File: src/rtl/srf_pkg.sv
package srf_pkg;
  typedef enum logic [1:0] {
    OP_LOAD   = 2'd0,
    OP_STORE  = 2'd1,
    OP_BRANCH = 2'd2,
    OP_OTHER  = 2'd3
  } op_kind_e;

  // positions whose mask bit takes part in the event test
  function automatic logic is_filterable(input int pos);
    return (pos == 1) || (pos == 3) || (pos == 5) || (pos == 7) || (pos == 11);
  endfunction
endpackage

File: src/rtl/srf_kind_match.sv
module srf_kind_match (
  input  logic [1:0] kind,
  input  logic       en_load,
  input  logic       en_store,
  input  logic       en_branch,
  output logic       pass
);
  import srf_pkg::*;

  logic any_en;
  logic hit;

  always_comb begin
    any_en = en_load | en_store | en_branch;
    hit    = (en_load   && (kind == OP_LOAD))  ||
             (en_store  && (kind == OP_STORE)) ||
             (en_branch && (kind == OP_BRANCH));
    pass   = !any_en || hit;
  end
endmodule

File: src/rtl/srf_event_match.sv
module srf_event_match #(
  parameter int EVT_W = 12
) (
  input  logic [EVT_W-1:0] events,
  input  logic [EVT_W-1:0] mask,
  output logic             pass
);
  logic [EVT_W-1:0] bit_ok;

  for (genvar i = 0; i < EVT_W; i++) begin : g_bit
    localparam logic FILT = srf_pkg::is_filterable(i);
    if (FILT) begin : g_used
      assign bit_ok[i] = !mask[i] || events[i];
    end else begin : g_ignored
      assign bit_ok[i] = 1'b1;
    end
  end

  assign pass = &bit_ok;
endmodule

File: src/rtl/srf_counter.sv
module srf_counter #(
  parameter int CNT_W = 16
) (
  input  logic             clk,
  input  logic             rst_n,
  input  logic             inc,
  output logic [CNT_W-1:0] count
);
  logic [CNT_W-1:0] cnt_d;
  logic [CNT_W-1:0] cnt_q;

  always_comb begin
    cnt_d = cnt_q;
    if (inc) cnt_d = cnt_q + 1'b1;
  end

  always_ff @(posedge clk or negedge rst_n) begin
    if (!rst_n) cnt_q <= '0;
    else        cnt_q <= cnt_d;
  end

  assign count = cnt_q;
endmodule

File: src/rtl/sample_record_filter.sv
module sample_record_filter #(
  parameter int EVT_W = 12,
  parameter int LAT_W = 16,
  parameter int CNT_W = 16
) (
  input  logic             clk,
  input  logic             rst_n,
  input  logic             cfg_load_only,
  input  logic             cfg_store_only,
  input  logic             cfg_branch_only,
  input  logic [EVT_W-1:0] cfg_event_mask,
  input  logic [LAT_W-1:0] cfg_min_latency,
  input  logic             in_valid,
  output logic             in_ready,
  input  logic [1:0]       in_kind,
  input  logic [EVT_W-1:0] in_events,
  input  logic [LAT_W-1:0] in_latency,
  output logic             out_valid,
  input  logic             out_ready,
  output logic [1:0]       out_kind,
  output logic [EVT_W-1:0] out_events,
  output logic [LAT_W-1:0] out_latency,
  output logic             drop_pulse,
  output logic [CNT_W-1:0] kept_count,
  output logic [CNT_W-1:0] drop_count
);
  localparam int REC_W = 2 + EVT_W + LAT_W;

  logic             kind_ok;
  logic             evt_ok;
  logic             lat_ok;
  logic             keep;
  logic             accept;
  logic             load_out;
  logic             drop_now;

  logic             vld_d, vld_q;
  logic             drp_d, drp_q;
  logic [REC_W-1:0] rec_d, rec_q;

  srf_kind_match u_kind (
    .kind      (in_kind),
    .en_load   (cfg_load_only),
    .en_store  (cfg_store_only),
    .en_branch (cfg_branch_only),
    .pass      (kind_ok)
  );

  srf_event_match #(.EVT_W(EVT_W)) u_evt (
    .events (in_events),
    .mask   (cfg_event_mask),
    .pass   (evt_ok)
  );

  // decision and handshake
  always_comb begin
    lat_ok   = (in_latency >= cfg_min_latency);
    keep     = kind_ok && evt_ok && lat_ok;
    in_ready = !vld_q || out_ready;
    accept   = in_valid && in_ready;
    load_out = accept && keep;
    drop_now = accept && !keep;
  end

  // next state of output stage
  always_comb begin
    vld_d = load_out || (vld_q && !out_ready);
    drp_d = drop_now;
    rec_d = rec_q;
    if (load_out) rec_d = {in_kind, in_events, in_latency};
  end

  always_ff @(posedge clk or negedge rst_n) begin
    if (!rst_n) begin
      vld_q <= 1'b0;
      drp_q <= 1'b0;
    end else begin
      vld_q <= vld_d;
      drp_q <= drp_d;
    end
  end

  always_ff @(posedge clk or negedge rst_n) begin
    if (!rst_n) rec_q <= '0;
    else        rec_q <= rec_d;
  end

  srf_counter #(.CNT_W(CNT_W)) u_kept_cnt (
    .clk   (clk),
    .rst_n (rst_n),
    .inc   (load_out),
    .count (kept_count)
  );

  srf_counter #(.CNT_W(CNT_W)) u_drop_cnt (
    .clk   (clk),
    .rst_n (rst_n),
    .inc   (drop_now),
    .count (drop_count)
  );

  assign out_valid   = vld_q;
  assign drop_pulse  = drp_q;
  assign out_kind    = rec_q[REC_W-1 -: 2];
  assign out_events  = rec_q[LAT_W +: EVT_W];
  assign out_latency = rec_q[LAT_W-1:0];
endmodule

File: config.mk
export PLATFORM = sky130hd
export DESIGN_NAME = sample_record_filter
export DESIGN_NICKNAME = d
export VERILOG_FILES = /design/src/rtl/srf_pkg.sv /design/src/rtl/srf_kind_match.sv /design/src/rtl/srf_event_match.sv /design/src/rtl/srf_counter.sv /design/src/rtl/sample_record_filter.sv
export SDC_FILE = /design/constraint.sdc
export NUM_CORES = 1
export LEC_CHECK = 0
export CORE_MARGIN = 3
export CORE_UTILIZATION = 55
export CTS_CLUSTER_SIZE = 25
export DETAILED_ROUTE_END_ITERATION = 7
export DONT_BUFFER_PORTS = 1
export PLACE_DENSITY_LB_ADDON = 0.08
export SETUP_SLACK_MARGIN = 0.2
export SKIP_CTS_REPAIR_TIMING = 1
export SYNTH_ARGS = -nofsm -noshare
export SYNTH_HDL_FRONTEND = slang
export SYNTH_SLANG_ARGS = --single-unit
File: constraint.sdc
create_clock -name clk -period 2.5 [get_ports clk]
set_clock_uncertainty 0.2 [all_clocks]
set_input_delay 0.625 -clock clk [delete_from_list [all_inputs] [get_ports clk]]
set_output_delay 0.625 -clock clk [all_outputs]
set_load 0.02 [all_outputs]
== After elaboration in Yosys (flattened, before gate mapping) ==
Index checks and enable logic that the tools add are counted.
Widths: inputs -> output; s select.

* Add/sub/neg operators: 2
* $lt $le $gt $ge: 1
* Equal/unequal tests: 2
* Bitwise logic cells: 2
* Reduce and logical (&&, ||, !) cells: 30

{| class="wikitable"
|+ Operators with widths
! kind !! number
|-
| $add 16x1->16 const B || 2
|-
| $ge 16x16->1 || 1
|-
| $logic_or 1x1->1 || 10
|-
| $logic_and 1x1->1 || 9
|-
| $logic_not 1->1 || 9
|-
| $reduce_and 5->1 || 1
|-
| $eq 2x1->1 const B || 1
|-
| $eq 2x2->1 const B || 1
|-
| $logic_not 2->1 || 1
|-
| $or 1x1->1 || 2
|}

* Bits in registers: 64
* Input bits: 65
* Output and inout port bits: 65
* Word-level logic and storage cells: 42

== Longest topological paths before layout ==
* Word-level depth: 9
* Mapped depth: 9

== Cells and area by module ==
A second synthesis with hierarchy kept.

* Cell total of the unflattened synthesis: 251
* Area total of the unflattened synthesis: 3218.1 um^2

{| class="wikitable"
|+ By module, submodules not included
! module !! times used !! cells an instance !! area each (um^2) !! sequential area each (um^2)
|-
| sample_record_filter || 1 || 127 || 1746.7 || 800.8
|-
| srf_counter || 2 || 56 || 695.7 || 400.4
|-
| srf_event_match || 1 || 8 || 51.3 || 0.0
|-
| srf_kind_match || 1 || 4 || 28.8 || 0.0
|}

== Worst setup path after synthesis ==
Ideal clock, no wire load.

* Kind: input to register
* From: input port cfg_min_latency[15]
* To: register rec_q[0]
* Library setup time: 0.125 ns
* Data arrival time: 2.832 ns
* Data required time: 2.175 ns
* Path slack: -0.657 ns
* Stages on the path: 8
* Buffers on the path: 1
* Cells stage by stage: inv_1 ha_1 nand4_1 or3_1 or4_4 a31oi_4 buf_4 mux2_2

* Longest elaborated chain between the ends: 3

{| class="wikitable"
|+ Ends and longest elaborated chain
! element !! line !! source
|-
| from (decl) || sample_record_filter.sv:12 || <nowiki>input logic [LAT_W-1:0] cfg_min_latency,</nowiki>
|-
| $ge 16x16->1 || sample_record_filter.sv:57 || <nowiki>lat_ok = (in_latency >= cfg_min_latency);</nowiki>
|-
| $logic_and 1x1->1 || sample_record_filter.sv:58 || <nowiki>keep = kind_ok && evt_ok && lat_ok;</nowiki>
|-
| $logic_and 1x1->1 || sample_record_filter.sv:61 || <nowiki>load_out = accept && keep;</nowiki>
|-
| to (signal assigned) || sample_record_filter.sv:85 || <nowiki>else rec_q <= rec_d;</nowiki>
|-
| to (decl) || sample_record_filter.sv:39 || <nowiki>logic [REC_W-1:0] rec_d, rec_q;</nowiki>
|}

No other way between the ends.
A chain may end at the register's enable or synchronous reset.

== Final worst setup path ==
* From: input port cfg_min_latency[13]
* To: register rec_q[27]

Same word-level chain as after synthesis.

==> flow_summary.json <==
{
  "met3WireLength_um": 694,
  "grt_pass1_vias": 2160,
  "synth-main-ff-cell": "dfrtp_1",
  "violations": "negative hold slack, negative setup slack",
  "crit_required_ns": 2.51,
  "vias": 2153,
  "p_leak_nw": 1.820,
  "cts-buffers-inserted": 9,
  "finalSetupViolations": 53,
  "dp_cells": 343,
  "crit_end": "rec_q[27]",
  "dp_hpwl_mm": 4.860,
  "synthArstFlopShare_pct": 100.0,
  "drc_errors": 0,
  "start_util_pct": 59.30,
  "slew_viol_final": 0,
  "cts-root-buf": "clkbuf_8",
  "avgSynthCellArea_um2": 11.96,
  "setup.worst_path.start_class": "primary input",
  "rows": 26,
  "cp_slowest_cell": "or4_4",
  "grt_usage_pct": 20.94,
  "die_h_um": 81.61,
  "cts.sinks": 64,
  "regArea_mm2": 0.001602,
  "cp-startpoint": "cfg_min_latency[13]",
  "syn_to_final_growth_pct": 29.09,
  "dieArea_mm2": 0.006660,
  "nets": 378,
  "cts_tree": "built",
  "ys_seq_area_share_pct": 50.94,
  "dr_wl_met2_mm": 3.643,
  "pin_count": 130,
  "final_cell_count_no_fill": 369,
  "ff2ff_path_depth": 6,
  "netlist_instances": 263,
  "pwr-share-seq_pct": 56.5,
  "critical_path_class": "primary input to flip-flop",
  "grt-ovfl-total": 0,
  "wl_met1_mm": 2.863,
  "cellPowerDensity_mw_per_mm2": 814.0,
  "worst_path_largest_cell_delay_ns": 0.47,
  "synth_fp_nets": 346,
  "crit_chain": "inv_8 -> ha_4 -> nand4_1 -> or3_1 -> or4_4 -> a31oi_4 -> buf_8 -> clkbuf_16 -> mux2_4",
  "setup_ws_ns": -0.1381,
  "drt_iter0_markers": 43,
  "grt_first_pass_wirelength_mm": 10.56,
  "top_layer": "met4",
  "wl_per_cell_um": 19.77,
  "yosysTopAreaCell": "dfrtp_1",
  "period_share_pct": 105.5,
  "grt_max_degree": 65,
  "io_buffer_count": 0,
  "combPwrFrac_pct": 19.7,
  "core_mm2": 0.005303,
  "internal_power_mw": 2.095,
  "clkTransAtPathRegs_ns": 0.07,
  "min_period_ns": 2.638,
  "max_freq_mhz": 379.1,
  "synth-edff-count": 0,
  "cap_violations": 0,
  "ant_nets": 0,
  "status": "finished, violations left",
  "switching_share_pct": 36.61,
  "synthesis.area_mm2": 0.003144,
  "p_clk_share_pct": 23.8,
  "r2r-end": "u_kept_cnt.count[15]",
  "cp.arrival_ns": 2.65,
  "n_fill_cell": 344,
  "finalHoldViolCount": 64,
  "critPathMaxFanout": 6,
  "reg2reg_from": "u_kept_cnt.count[3]",
  "tightest_slew_ns": 0.4797,
  "drt-total-wl_mm": 7.296,
  "synth_area_leaders": "dfrtp_1 51%, mux2_2 11%, ha_1 7.2%",
  "synth_top_area_share_pct": 50.94,
  "max_slew_margin_pct": 67.93,
  "total_power_mw": 3.304,
  "dr.pass1.iters": 4,
  "antenna_found_initial": 0,
  "ys_ff_latch": 64,
  "ff2ff_setup_slack_ns": 0.37,
  "multi_input_area_mm2": 0.001754,
  "synth.distinct_cells": 36,
  "min_path_type": "primary input to async pin",
  "place.gp.congestion": 0.7168,
  "worst_setup_path_end_kind": "flip-flop",
  "dieWidth_um": 81.61,
  "p_sw_mw": 1.210,
  "clock_latency_ns": 0.33,
  "ctsLongestPathBuffers": 2,
  "htreeDepth": 3,
  "antennaDiodeCount": 0,
  "hold_ws_ns": -0.2144,
  "drive_above_1_share_pct": 38.46,
  "vias_per_cell": 5.835,
  "rsz0062_at_grt": "true",
  "yosysWarnings": 0,
  "ir_worst_vdd_mv": 0.6643
}
-- synthesized netlist by cell type, types with 3 or more instances --
library cell / n
xor2_1: 15
xnor2_1: 15
nor4_1: 9
nand2_1: 14
nand4_1: 10
inv_1: 22
and3_1: 5
mux2_2: 32
nor4b_1: 3
dfrtp_1: 64
nor2_1: 5
ha_1: 18
nor3_1: 3
nand3_1: 13
a21oi_1: 4
and2_1: 4
-- power groups by stage --
stage / registers, mW / clock network (mW) / logic [mW]
finish: 1.87 / 0.787 / 0.650
global route: 1.91 / 0.865 / 0.714
CTS: 1.87 / 0.805 / 0.567
detailed placement: 1.89 / 0 / 0.564
global placement: 1.88 / 0 / 0.541
floorplan: 1.82 / 0 / 0.459
-- layout by cell type (no fill, tap or decap), drive strengths merged, types with 2 or more instances in the layout --
master / count
inv: 22
clkbuf: 16
dfrtp: 64
or3: 2
ha: 18
mux2: 32
nand3: 13
nor4b: 3
nor2: 5
and2: 4
nand4: 10
nand2b: 2
nand2: 14
xor2: 15
and4: 2
and3: 5
nor3: 3
a31oi: 2
nor4: 9
a21oi: 4
buf: 24
xnor2: 15
clkinv: 2
-- metal layers --
layer | up-vias | GRT usage [%]
li1 | 990 | -
met1 | 1063 | 24.48
met2 | 92 | 34.20
met3 | 8 | 9.649
met4 | 0 | 6.977
met5 | - | 0
-- area by class of cell --
type | count | area share (%)
sequential | 64 | 39.46
tap | 70 | 2.158
timing repair buffer | 28 | 8.508
multi-input combinational | 170 | 43.22
clock buffer | 12 | 3.822
inverter | 22 | 2.404
clock inverter | 3 | 0.4316
-- sequential cells by signal, summed over array words and instances, names as in the netlist --
signal,cells
drop_pulse,1
u_drop_cnt.count,16
out_valid,1
rec_q,30
u_kept_cnt.count,16
-- critical path: cells and delay by family --
family | cells | cell delay [ns]
AO/OA/AOI/OAI | 1 | 0.18
adder cells (fa/ha/maj) | 1 | 0.25
buffers and inverters | 3 | 0.35
multiplexers | 1 | 0.29
AND/OR/NAND/NOR | 3 | 0.95
-- how the worst min path moves through the flow --
stage | slack, ns | endpoint | depth (start not counted)
after floorplan | 0.13 | drop_pulse | 0
after global placement | 0.13 | rec_q[25] | 0
after detailed placement | 0.13 | rec_q[24] | 0
after CTS | -0.23 | rec_q[7] | 0
after global routing | -0.24 | u_drop_cnt.count[14] | 0
final | -0.21 | rec_q[24] | 0
-- through the flow --
stage | worst slack [ns] | util (%) | cell area, um^2 | setup TNS (ns)
finish | -0.1381 | 76.55 | 4059 | -4.974
global route | -0.1737 | 76.55 | 4059 | -7.230
CTS | -0.1991 | 70.81 | 3755 | -6.071
detailed placement | -0.5287 | 67.56 | 3582 | -26.36
global placement | -0.4895 | 67.56 | 3582 | -25.58
floorplan | -0.4783 | - | 3393 | -23.96
-- logic make-up (layout without fill, tap and decap cells) --
kind of cell	count (synthesis)	after routing	share of synthesized area (%)
muxes	33	33	11.78
adders and majority gates	18	18	7.163
DFF	64	64	50.94
and+or+nand+nor	75	75	13.45
AOI/OAI and AO/OA	14	14	4.099
xor gates and xnor gates	30	30	8.357
buffers and inverters	29	65	4.218
Note: power is estimated with default switching activity, not from simulation.
